===== src/rtl/dpwm_pkg.sv =====
package dpwm_pkg;

  // Strobes passed from control to datapath for one clock.
  typedef struct packed {
    logic emit;    // an enabled sample tick happens this clock
    logic load;    // this tick is the first sample of a period
    logic active;  // this tick belongs to a period (delay is over)
  } pwmStrobe_t;

endpackage


===== src/rtl/dpwm_ctrl.sv =====
module dpwm_ctrl
  import dpwm_pkg::*;
#(
  parameter int PER_W    = 12,
  parameter int DLY_W    = 12,
  parameter int DLY_FRAC = 4
) (
  input  logic                      clk,
  input  logic                      rst,
  input  logic                      tickEn,
  input  logic [PER_W-1:0]          periodLen,
  input  logic [DLY_W+DLY_FRAC-1:0] delayRaw,
  output pwmStrobe_t                strobe,
  output logic [PER_W-1:0]          curPos
);

  logic             running;
  logic [DLY_W-1:0] delayCnt;
  logic [PER_W-1:0] posReg;
  logic [PER_W-1:0] periodReg;

  logic [DLY_W-1:0] delayWhole;
  logic             delayDone;
  logic             atStart;
  logic [PER_W-1:0] wrapLen;
  logic [PER_W:0]   posInc;
  logic [PER_W-1:0] nextPos;

  // Dropping the fraction bits floors the delay to whole samples.
  assign delayWhole = delayRaw[DLY_FRAC +: DLY_W];
  assign delayDone  = (delayCnt == delayWhole);

  always_comb begin
    atStart = running ? (posReg == '0) : delayDone;
    curPos  = running ? posReg : '0;
    wrapLen = atStart ? periodLen : periodReg;
    posInc  = {1'b0, curPos} + 1'b1;
    nextPos = (posInc == {1'b0, wrapLen}) ? '0 : posInc[PER_W-1:0];
    strobe.emit   = tickEn;
    strobe.load   = tickEn && atStart;
    strobe.active = running || delayDone;
  end

  always_ff @(posedge clk) begin
    if (rst) begin
      running   <= 1'b0;
      delayCnt  <= '0;
      posReg    <= '0;
      periodReg <= '0;
    end else if (tickEn) begin
      if (strobe.active) begin
        running <= 1'b1;
        posReg  <= nextPos;
        if (atStart) periodReg <= periodLen;
      end else begin
        delayCnt <= delayCnt + 1'b1;
      end
    end
  end

  // inside a period the position never leaves the captured length
  a_r2_pos_range: assert property (@(posedge clk) disable iff (rst)
    running |-> (posReg < periodReg));

  // counters only move on an enabled tick
  a_r9_ctr_hold: assert property (@(posedge clk) disable iff (rst)
    !tickEn |=> ($stable(posReg) && $stable(delayCnt) && $stable(running)));

  // the first period opens only once the floored delay has elapsed
  a_r4_delay_exit: assert property (@(posedge clk) disable iff (rst)
    (tickEn && !running && !delayDone) |=> !running);

endmodule


===== src/rtl/dpwm_dpath.sv =====
module dpwm_dpath
  import dpwm_pkg::*;
#(
  parameter int PER_W    = 12,
  parameter int DLY_W    = 12,
  parameter int DLY_FRAC = 4,
  parameter int DUTY_W   = 16,
  parameter int LVL_W    = 8
) (
  input  logic                      clk,
  input  logic                      rst,
  input  pwmStrobe_t                strobe,
  input  logic [PER_W-1:0]          curPos,
  input  logic [DUTY_W-1:0]         dutyIn,
  input  logic [PER_W-1:0]          periodLen,
  input  logic [DLY_W+DLY_FRAC-1:0] delayRaw,
  input  logic                      guardEn,
  input  logic [LVL_W-1:0]          levelHigh,
  input  logic [LVL_W-1:0]          levelLow,
  output logic [LVL_W-1:0]          pwmOut,
  output logic                      errFlag
);

  localparam int DLYR_W = DLY_W + DLY_FRAC;
  localparam int PROD_W = DUTY_W + PER_W;
  localparam logic [DUTY_W-1:0] DUTY_ONE   = DUTY_W'(1) << (DUTY_W - 1);
  localparam logic [DLYR_W-1:0] ONE_SAMPLE = DLYR_W'(1) << DLY_FRAC;

  logic [DUTY_W-1:0] dutyClamped;
  logic [PROD_W-1:0] product;
  logic [PER_W-1:0]  newHigh;
  logic [PER_W-1:0]  highCntReg;
  logic [PER_W-1:0]  hcNow;
  logic              isHigh;
  logic              delayBad;
  logic              guardTrip;

  always_comb begin
    dutyClamped = (dutyIn > DUTY_ONE) ? DUTY_ONE : dutyIn;
    product     = PROD_W'(dutyClamped) * PROD_W'(periodLen);
    newHigh     = PER_W'(product >> (DUTY_W - 1));
    hcNow       = strobe.load ? newHigh : highCntReg;
    isHigh      = strobe.active && (curPos < hcNow);
    delayBad    = (delayRaw != '0) && (delayRaw <= ONE_SAMPLE);
    guardTrip   = guardEn && (dutyIn == '0);
  end

  always_ff @(posedge clk) begin
    if (rst) begin
      highCntReg <= '0;
      pwmOut     <= levelLow;
      errFlag    <= 1'b0;
    end else begin
      errFlag <= delayBad || guardTrip;
      if (strobe.emit) begin
        if (strobe.load) highCntReg <= newHigh;
        pwmOut <= isHigh ? levelHigh : levelLow;
      end
    end
  end

  // the captured high count never exceeds the captured period
  a_r1_count_bound: assert property (@(posedge clk) disable iff (rst)
    strobe.load |=> (highCntReg <= $past(periodLen)));

  // after a tick the output is one of the two level words
  a_r3_levels: assert property (@(posedge clk) disable iff (rst)
    strobe.emit |=> ((pwmOut == $past(levelHigh)) || (pwmOut == $past(levelLow))));

  // ticks during the initial delay produce the low level
  a_r4_delay_low: assert property (@(posedge clk) disable iff (rst)
    (strobe.emit && !strobe.active) |=> (pwmOut == $past(levelLow)));

  // a nonzero delay of one sample or less raises the flag
  a_r5_delay_err: assert property (@(posedge clk) disable iff (rst)
    ((delayRaw != '0) && (delayRaw <= ONE_SAMPLE)) |=> errFlag);

  // guarded zero duty raises the flag
  a_r6_guard_err: assert property (@(posedge clk) disable iff (rst)
    (guardEn && (dutyIn == '0)) |=> errFlag);

  // no tick, no output change
  a_r9_out_hold: assert property (@(posedge clk) disable iff (rst)
    !strobe.emit |=> $stable(pwmOut));

  // reset leaves the low level and a clear flag
  a_r10_reset: assert property (@(posedge clk)
    rst |=> ((pwmOut == $past(levelLow)) && !errFlag));

endmodule


===== src/rtl/duty_pwm_gen.sv =====
module duty_pwm_gen
  import dpwm_pkg::*;
#(
  parameter int PER_W    = 12,
  parameter int DLY_W    = 12,
  parameter int DLY_FRAC = 4,
  parameter int DUTY_W   = 16,
  parameter int LVL_W    = 8
) (
  input  logic                      clk,
  input  logic                      rst,
  input  logic                      tickEn,
  input  logic [DUTY_W-1:0]         dutyIn,
  input  logic [PER_W-1:0]          periodLen,
  input  logic [DLY_W+DLY_FRAC-1:0] delayRaw,
  input  logic                      guardEn,
  input  logic [LVL_W-1:0]          levelHigh,
  input  logic [LVL_W-1:0]          levelLow,
  output logic [LVL_W-1:0]          pwmOut,
  output logic                      errFlag
);

  pwmStrobe_t       strobe;
  logic [PER_W-1:0] curPos;

  dpwm_ctrl #(
    .PER_W(PER_W), .DLY_W(DLY_W), .DLY_FRAC(DLY_FRAC)
  ) u_ctrl (
    .clk(clk), .rst(rst), .tickEn(tickEn),
    .periodLen(periodLen), .delayRaw(delayRaw),
    .strobe(strobe), .curPos(curPos)
  );

  dpwm_dpath #(
    .PER_W(PER_W), .DLY_W(DLY_W), .DLY_FRAC(DLY_FRAC),
    .DUTY_W(DUTY_W), .LVL_W(LVL_W)
  ) u_dpath (
    .clk(clk), .rst(rst), .strobe(strobe), .curPos(curPos),
    .dutyIn(dutyIn), .periodLen(periodLen), .delayRaw(delayRaw),
    .guardEn(guardEn), .levelHigh(levelHigh), .levelLow(levelLow),
    .pwmOut(pwmOut), .errFlag(errFlag)
  );

endmodule


===== config.mk =====
export PLATFORM = sky130hd
export DESIGN_NAME = duty_pwm_gen
export DESIGN_NICKNAME = d
export VERILOG_FILES = /design/src/rtl/dpwm_pkg.sv /design/src/rtl/dpwm_ctrl.sv /design/src/rtl/dpwm_dpath.sv /design/src/rtl/duty_pwm_gen.sv
export SDC_FILE = /design/constraint.sdc
export NUM_CORES = 1
export LEC_CHECK = 0
export BUFFER_PORTS_ARGS = -buffer_cell sky130_fd_sc_hd__buf_2
export CORE_MARGIN = 8
export CORE_UTILIZATION = 68
export DETAILED_ROUTE_END_ITERATION = 7
export PLACE_DENSITY = 0.87
export SLEW_MARGIN = 20
export SYNTH_ARGS = -nofsm -noshare
export SYNTH_HDL_FRONTEND = slang
export SYNTH_SLANG_ARGS = --single-unit

===== constraint.sdc =====
create_clock -name clk -period 14.85 [get_ports clk]
set_input_delay 2.2275 -clock clk [delete_from_list [all_inputs] [get_ports clk]]
set_output_delay 2.2275 -clock clk [all_outputs]
set_load 0.05 [all_outputs]

== Word level (Yosys, flattened, before mapping) ==
Cells that the tools add are included.
Operators by class
  $add $sub $neg: 2
  multiply operators: 1
  magnitude comparators: 3
  eq/ne operators: 2
  multiplexer cells: 9
  bitwise operators: 1
  reduce and logical (&&, ||, !) cells: 12
Operator list (count)
  12-bit two-way mux: 4
  16-bit by 12-bit multiplier with 27-bit output: 1
  8-bit two-way mux: 3
  16-bit greater-than comparator (second input constant): 1
  16-bit by 5-bit <= comparator with 1-bit output (second input constant): 1
  16-bit logical NOT: 1
  16-bit two-way mux: 1
  16-bit nonzero test: 1
  12-bit by 1-bit adder with 13-bit output (second input constant): 1
  13-bit by 12-bit == test with 1-bit output: 1
  12-bit by 1-bit adder with 12-bit output (second input constant): 1
  12-bit == test: 1
  12-bit logical NOT: 1
  12-bit < comparator: 1
  1-bit logical AND: 4
  2-bit AND reduction: 2
  1-bit logical OR: 2
  2-bit nonzero test: 1
  1-bit two-way mux: 1
  1-bit NOT: 1
Storage, ports and cells
  flip-flop bits (word level): 58
  input port bits: 64

== Depth between registers and ports, before layout ==
Gate-level depths: netlist (run 1).
  depth after elaboration: 9
  depth in mapped cells: 35
  depth with buffers taken out: 33

== Modules after synthesis ==
From an unflattened synthesis (run 1), not the netlist that was laid out.
Second synthesis, totals
  cell total of the unflattened synthesis: 1104
  area, all modules: 9283.9 µm²
Modules (own cells, without submodules)
  dpwm_dpath: times used 1, cells an instance 816, area each 7039.3 µm²
  dpwm_ctrl: times used 1, cells an instance 288, area each 2244.7 µm²

== Least setup slack after synthesis (run 1) ==
Ideal clock, no wire load.
  path type: input to register
  start point: input dutyIn[8]
  end point: register u_dpath.pwmOut[0] (data pin)
  arrival time: 9.826 ns
  slack: 4.764 ns
  stages: 33
  buffers on the path: 2
  cells stage by stage: nor4_1 nand4_1 a21boi_0 clkbuf_1 nand2_1 fa_1 inv_1 fa_1 fa_1 fa_1 inv_1 fa_1 inv_1 ha_1 and4_1 o21ai_0 or3b_2 o211a_1 o21ai_0 a21oi_1 xnor2_1 mux2i_1 ha_1 and3_1 a221o_1 a21o_1 a21oi_1 o21ai_0 nor3_1 o21ai_0 nand2b_1 buf_2 mux2_2
On the way
  word-level cells in the longest chain between the ends: 9
RTL lines
  start, declared: RTL line duty_pwm_gen.sv:13  | input logic [DUTY_W-1:0] dutyIn,
  16-bit greater-than comparator: RTL line dpwm_dpath.sv:39  | dutyClamped = (dutyIn > DUTY_ONE) ? DUTY_ONE : dutyIn;
  16-bit two-way mux (*): RTL line dpwm_dpath.sv:39
  16-bit by 12-bit multiplier with 27-bit output (*): RTL line dpwm_dpath.sv:40  | product = PROD_W'(dutyClamped) * PROD_W'(periodLen);
  12-bit two-way mux (*): RTL line dpwm_dpath.sv:42  | hcNow = strobe.load ? newHigh : highCntReg;
  12-bit < comparator (*): RTL line dpwm_dpath.sv:43  | isHigh = strobe.active && (curPos < hcNow);
  1-bit logical AND (*): RTL line dpwm_dpath.sv:43
  8-bit two-way mux (*): RTL line dpwm_dpath.sv:57  | pwmOut <= isHigh ? levelHigh : levelLow;
  8-bit two-way mux (*): RTL line dpwm_dpath.sv:55  | if (strobe.emit) begin
  8-bit two-way mux (*): RTL line dpwm_dpath.sv:49  | if (rst) begin
  end signal, assigned: RTL line dpwm_dpath.sv:51  | pwmOut <= levelLow;
  end signal, assigned: RTL line dpwm_dpath.sv:57
  end, declared: RTL line dpwm_dpath.sv:20  | output logic [LVL_W-1:0] pwmOut,
Mark *: on every way between the ends. The rest lies on a longest branch, timed or not. The select of a mux whose other input is x is not followed.
A chain may end at the register's enable or synchronous reset.

== Worst setup path in the final report (run 1) ==
  start point: input dutyIn[15]
  end point: register u_dpath.pwmOut[4] (data pin)
The elaborated chain is that of the path after synthesis.

==> results_dict.tcl, run 1 <==
set metrics [dict create \
    dieWidth_um 132 \
    setup_viol_count_final 0 \
    cp-end-kind "flop" \
    io_pins 73 \
    worstHoldPathCells 2 \
    crit_fanout 28 \
    drv_slew 0 \
    antenna_found_initial 0 \
    hp-class "flop to flop" \
    ys_types 58 \
    cts_resized 0 \
    grt.total_usage_pct 27.5 \
    rows 42 \
    relSlewSlack_pct 35.0 \
    antenna_cells 0 \
    netlist_top_cells_area "fa_1 30%, dfxtp_1 11%, ha_1 9.9%" \
    maxCapViolations 0 \
    drc 0 \
    clk_latency_ps 330 \
    clk_path_buf_depth 2 \
    status "finished clean" \
    syn_nets 1346 \
    layout_common_cells "184 x inv_1, 179 x nand2_1, 138 x fa_1" \
    final_nets 1379 \
    r2r_start "u_ctrl.running" \
    hold_buffers 0 \
    leakagePower_uw 0.00483 \
    synth_top_area_share_pct 30.4 \
    startpoint "dutyIn[15]" \
    grt_setup_unrepaired "false" \
    fin_crit_ps 10690 \
    critPathLaunchType "input pin" \
    synthCells 1072 \
    synth_edf_count 8 \
    fmax_mhz 93.5 \
    vias 7563 \
    post-dp-hpwl_um 17500 \
    die_area_um2 17300 \
    synth_flop_cell "dfxtp_1" \
    min_from "u_ctrl.periodReg[7]" \
    htree_num_levels 3 \
    mostFrequentLayoutCell "inv_1" \
    critPathRequiredTime_ps 14930 \
    drt_first_pass_iters 5 \
    reg2regPathDepth 15 \
    syn-cell-area_um2 9100 \
    crit_slowest_cell "nor2b_1" \
    yosysWarningCount 0 \
    clkSinkCount 58 \
    p_per_area_nw_per_um2 88.7 \
    wire_per_inst_um 17.9 \
    io_buffers 72 \
    cp_common_cell "fa_1" \
    area_growth_syn_to_layout_pct 7.89 \
    final_layout_size_suffix_gt1_share_pct 10.3 \
    holdWs_ps 475 \
    clockRootBuffer "clkbuf_16" \
    cts_buffers 9 \
    slowest_delay_ps 810 \
    place_congestion 0.923 \
    drt_iter0_markers 687 \
    fin_cells 1286 \
    cts_setup_buffers 0 \
    cts_tree "yes" \
    dp.cells 1270 \
    hold_viol_final 0 \
    tightest_slew_ps 975 \
    grt_max_degree 44 \
    setup-tns-final_ps 0 \
    core_um2 13100 \
    ys_seq_area_share_pct 13.6 \
    first_global_vias 8259 \
    clkTransAtPathRegs_ps 50 \
    ir_drop_mv 0.0796 \
    crit_type "input pin to flop" \
    vias_per_cell 5.88 \
    synth_top_cell_by_area "fa_1" \
    cp.arrival_ps 10770 \
    die_h_um 132 \
    ys_ff_latch 58 \
    avgSynthCellArea_um2 8.49 \
    fin_crit_sh_pct 72.0 \
    synth-async-reset-ratio_pct 0 \
    clock-skew-final_ps 8.49 \
    wl_um 23000 \
    ant_nets 0 \
    grt_pass1_wl_um 39200 \
    overflow 0 \
    start_util_pct 69.3 \
]
==> per-layer routing <==
layer | track usage [%] | vias to the layer above | part of all wire (%)
met3 | 4.23 | 78 | 7.7
met2 | 47.8 | 332 | 49
met4 | 10.8 | 0 | 3.4
met1 | 33.5 | 3704 | 40
met5 | 0.872 | - | 0
li1 | - | 3449 | -
==> worst max-delay path, delay by kind of cell <==
kind            cells  cell delay [ps]
fa+ha+maj           7             3310
simple gates        7             2440
compound gates      9             1730
buf+inv             4              410
mux                 2              500
xor+xnor            1              160
==> cell families (layout without fill, tap and decap cells) <==
family                   after synthesis  count (layout)  share of synthesized area (%)
AO/OA/AOI/OAI                        113             113                           8.55
XOR/XNOR                              49              49                           4.72
adder cells (fa/ha/maj)              210             210                           40.3
buffers and inverters                237             275                           9.87
flip-flops                            58              58                           13.6
multiplexers                          17              17                           1.99
AND/OR/NAND/NOR                      388             388                           21.0
==> state kept, by name, summed over array words and instances, names as in the netlist <==
signal	flops
u_dpath.errFlag	1
u_ctrl.periodReg	12
u_dpath.highCntReg	12
u_dpath.pwmOut	8
u_ctrl.posReg	12
u_ctrl.running	1
u_ctrl.delayCnt	12
==> worst paths after layout <==
| kind | slack, ps | endpoint |
|---|---|---|
| min reg2reg | 480 | u_ctrl.periodReg[7] |
| max | 4160 | u_dpath.pwmOut[4] |
| min | 480 | u_ctrl.periodReg[7] |
| max reg2reg | 9470 | u_dpath.pwmOut[4] |
==> Yosys cell counts, drive strengths merged, types with 3 or more instances <==
cell type,instances
nand4,11
edfxtp,8
and2,71
a21oi,38
a221oi,3
and3,7
inv,184
nor2b,18
o31ai,3
nand3,16
nand2b,3
xor2,30
xnor2,19
o2111ai,4
and4,4
clkbuf,48
nor2,40
buf,5
fa,138
nor4,19
o21ai,17
nor3,13
dfxtp,50
a31oi,3
a22o,9
a211o,3
nand2,179
mux2,9
ha,72
mux2i,8
a21o,13
==> stage by stage <==
stage / util [%] / worst slack [ps] / total power, uW / area [um^2]
6_report: 74.7 / 4160 / 871 / 9820
5_1_grt: 74.7 / 3600 / 952 / 9820
4_1_cts: 74.7 / 4250 / 872 / 9820
3_5_place_dp: 72.3 / 3940 / 648 / 9500
3_3_place_gp: 72.3 / 4150 / 630 / 9500
2_1_floorplan: - / 4760 / 536 / 9100
==> area by class of cell <==
type                            count  area, um^2
Sequential cell                    58        1240
Timing Repair Buffer               75         383
Inverter                          184         691
Clock inverter                      5        77.6
Clock buffer                       11         243
Fill cell                         969        3320
Multi-Input combinational cell    777        6960
Tap cell                          176         220
==> power by group <==
group	switching, uW	leakage, uW	internal (uW)
combinational	281	0.00419	203
clock	73.0	0.000156	151
sequential	1.49	0.000484	162
total	356	0.00483	515
Note: power is estimated with default switching activity, not from simulation.
==> run 2: changes to the inputs <==
--- a/config.mk
+++ b/config.mk
@@ -5,11 +5,12 @@
 export SDC_FILE = /design/constraint.sdc
 export NUM_CORES = 1
 export LEC_CHECK = 0
+export ABC_AREA = 1
 export BUFFER_PORTS_ARGS = -buffer_cell sky130_fd_sc_hd__buf_2
 export CORE_MARGIN = 8
-export CORE_UTILIZATION = 68
+export CORE_UTILIZATION = 63
 export DETAILED_ROUTE_END_ITERATION = 7
-export PLACE_DENSITY = 0.87
+export PLACE_DENSITY = 0.81
 export SLEW_MARGIN = 20
 export SYNTH_ARGS = -nofsm -noshare
 export SYNTH_HDL_FRONTEND = slang
==> constraint.sdc (replaced) <==
create_clock -name clk -period 9.86 [get_ports clk]
set_input_delay 1.479 -clock clk [delete_from_list [all_inputs] [get_ports clk]]
set_output_delay 1.479 -clock clk [all_outputs]
set_load 0.05 [all_outputs]
==> results_dict.tcl, run 2 <==
set metrics [dict create \
    cts_setup_buffers 0 \
    hold_buffers 0 \
    wl_um 23200 \
    synth_top_cell_by_area "fa_1" \
    drt_iter0_markers 620 \
    synth-xor-area-share_pct 2.64 \
    syn-cell-area_um2 9310 \
    ys_seq_area_share_pct 13.3 \
    wire_per_inst_um 15.1 \
    io_pins 73 \
    grt_max_degree 42 \
    p_per_area_nw_per_um2 135 \
    setup-tns-final_ps 0 \
    worst_slack_ps 900 \
    ys_ff_latch 58 \
    clk_latency_ps 330 \
    start_util_pct 64.3 \
    synth_top_area_share_pct 29.7 \
    synth_flop_cell "dfxtp_1" \
    vias 8296 \
    synth_edf_count 8 \
    clkSinkCount 58 \
    tightest_slew_ps 836 \
    cp_common_cell "nand2_1" \
    p_total_uw 1350 \
    io_buffers 72 \
    ys_types 42 \
    antenna_cells 0 \
    final_nets 1620 \
    antenna_found_initial 0 \
    synth_top_family_by_area "adder cells" \
    clock-skew-final_ps 6.91 \
    post-dp-hpwl_um 18900 \
    fin_crit_sh_pct 90.9 \
    leakagePower_uw 0.00553 \
    cts_tree "yes" \
    area_growth_syn_to_layout_pct 8.00 \
    dp_slack_ps 666 \
    r2r_start "u_ctrl.delayCnt[2]" \
    internal-power_uw 737 \
    nFillCells 1246 \
    synth_compound_area_share_pct 6.70 \
    startpoint "dutyIn[0]" \
    die_h_um 138 \
    mostFrequentLayoutCell "nand2_1" \
    syn_nets 1571 \
    power.switching_uw 617 \
    first_global_vias 8526 \
    ir_drop_mv 0.102 \
    overflow 0 \
    multiInputGateArea_um2 6860 \
    htree_num_levels 3 \
    clkPwrFrac_pct 22.2 \
    layout_common_cells "337 x nand2_1, 270 x inv_1, 146 x nor2_1" \
    regArea_um2 1240 \
    muxShareOfSynthArea_pct 0.215 \
    synthCells 1297 \
    synthTopCellsByCount "337 x nand2_1, 270 x inv_1, 146 x nor2_1, 138 x fa_1, 72 x ha_1" \
    cp-end-kind "flop" \
    place_congestion 0.932 \
    final_layout_size_suffix_gt1_share_pct 7.85 \
    grt_setup_unrepaired "false" \
    synth_fa_ha_area_share_pct 39.4 \
    rows 44 \
    relSlewSlack_pct 44.3 \
    grt.total_usage_pct 26.8 \
    min_from "u_ctrl.posReg[8]" \
    avgSynthCellArea_um2 7.18 \
    combPwrFrac_pct 59.7 \
    power.share.sequential_pct 18.1 \
    final_area_um2 10100 \
    status "finished clean" \
    die_area_um2 18900 \
    synth-async-reset-ratio_pct 0 \
    critPathRequiredTime_ps 9940 \
    synth.most_common_cell "nand2_1" \
    drv_slew 0 \
    cts_resized 0 \
    hp-class "flop to flop" \
    dieWidth_um 138 \
    fmax_mhz 112 \
    hold_viol_final 0 \
    drt_first_pass_iters 8 \
    post_dp_cell_area_um2 9770 \
    slowest_delay_ps 550 \
    clk_path_buf_depth 2 \
    grt_pass1_wl_um 40100 \
    critPathLaunchType "input pin" \
    maxCapViolations 0 \
    swShare_pct 45.5 \
    crit_type "input pin to flop" \
    cts_buffers 9 \
    drc 0 \
    crit_fanout 16 \
    setup_viol_count_final 0 \
    yosysWarningCount 0 \
    crit_slowest_cell "fa_1" \
    cp.arrival_ps 9040 \
    clkTransAtPathRegs_ps 50 \
    rrSetupSlack_ps 5250 \
    synth-simple-area-share_pct 24.8 \
    vias_per_cell 5.40 \
    fin_crit_ps 8960 \
    netlist_top_cells_area "fa_1 30%, nand2_1 14%, inv_1 11%" \
    clockRootBuffer "clkbuf_16" \
    ant_nets 0 \
    core_um2 14500 \
]
[run 2: cell types whose count changed after synthesis, sizes merged, moves of 18 or more]
cell,previous run,this run
nand3,16,40
and2,71,1
clkbuf,48,27
nand2,179,342
a21oi,38,58
nor2b,18,0
inv,184,274
nor2,40,148
o21ai,17,37
[run 2: routing by layer]
layer	vias to the layer above	GRT usage, %	part of all wire [%]	wire [um]
li1	3992	-	-	-
met1	3902	33.8	41	9420
met2	340	43.7	47	11000
met3	62	6.05	8.5	1970
met4	0	10.8	3.8	876
met5	-	0	0	0
[run 2: worst max-delay path, delay by kind of cell]
family	cells	cell delay [ps]
fa+ha+maj	7	3210
simple gates	12	2090
compound gates	9	1250
buf+inv	6	650
mux	1	180
xor+xnor	1	160
[run 2: final cells by class]
class | count | area share, %
tap | 184 | 2.29
timing repair buffer | 73 | 3.66
sequential | 58 | 12.3
clock inverter | 7 | 0.598
multi-input combinational | 921 | 68.3
inverter | 283 | 10.6
clock buffer | 9 | 2.24
[run 2: cell families after synthesis]
| kind of cell | after synthesis |
|---|---|
| flops | 58 |
| buf+inv | 318 |
| simple gates | 566 |
| xor+xnor | 28 |
| compound gates | 115 |
| fa+ha+maj | 210 |
| mux | 2 |
[run 2: power groups by stage]
stage	Combinational, uW	Clock [uW]	Sequential [uW]
5_1_grt	950	315	245
4_1_cts	812	303	245
2_1_floorplan	617	0	258
3_3_place_gp	792	0	250
6_report	809	300	245
3_5_place_dp	804	0	250
[run 2: final timing paths]
path                            end  cells after the start
setup / recovery  u_dpath.pwmOut[2]                     36
hold / removal     u_ctrl.posReg[8]                      2
setup reg to reg  u_dpath.pwmOut[2]                     17
hold reg to reg    u_ctrl.posReg[8]                      2
[run 2: stage by stage]
stage / utilization (%) / std cells / hold WS, ps
floorplan: - / 1297 / 452
detailed placement: 67.4 / 1519 / 475
global route: 69.4 / 1535 / 514
global placement: 67.4 / 1519 / 473
CTS: 69.4 / 1535 / 483
finish: 69.4 / 1535 / 483
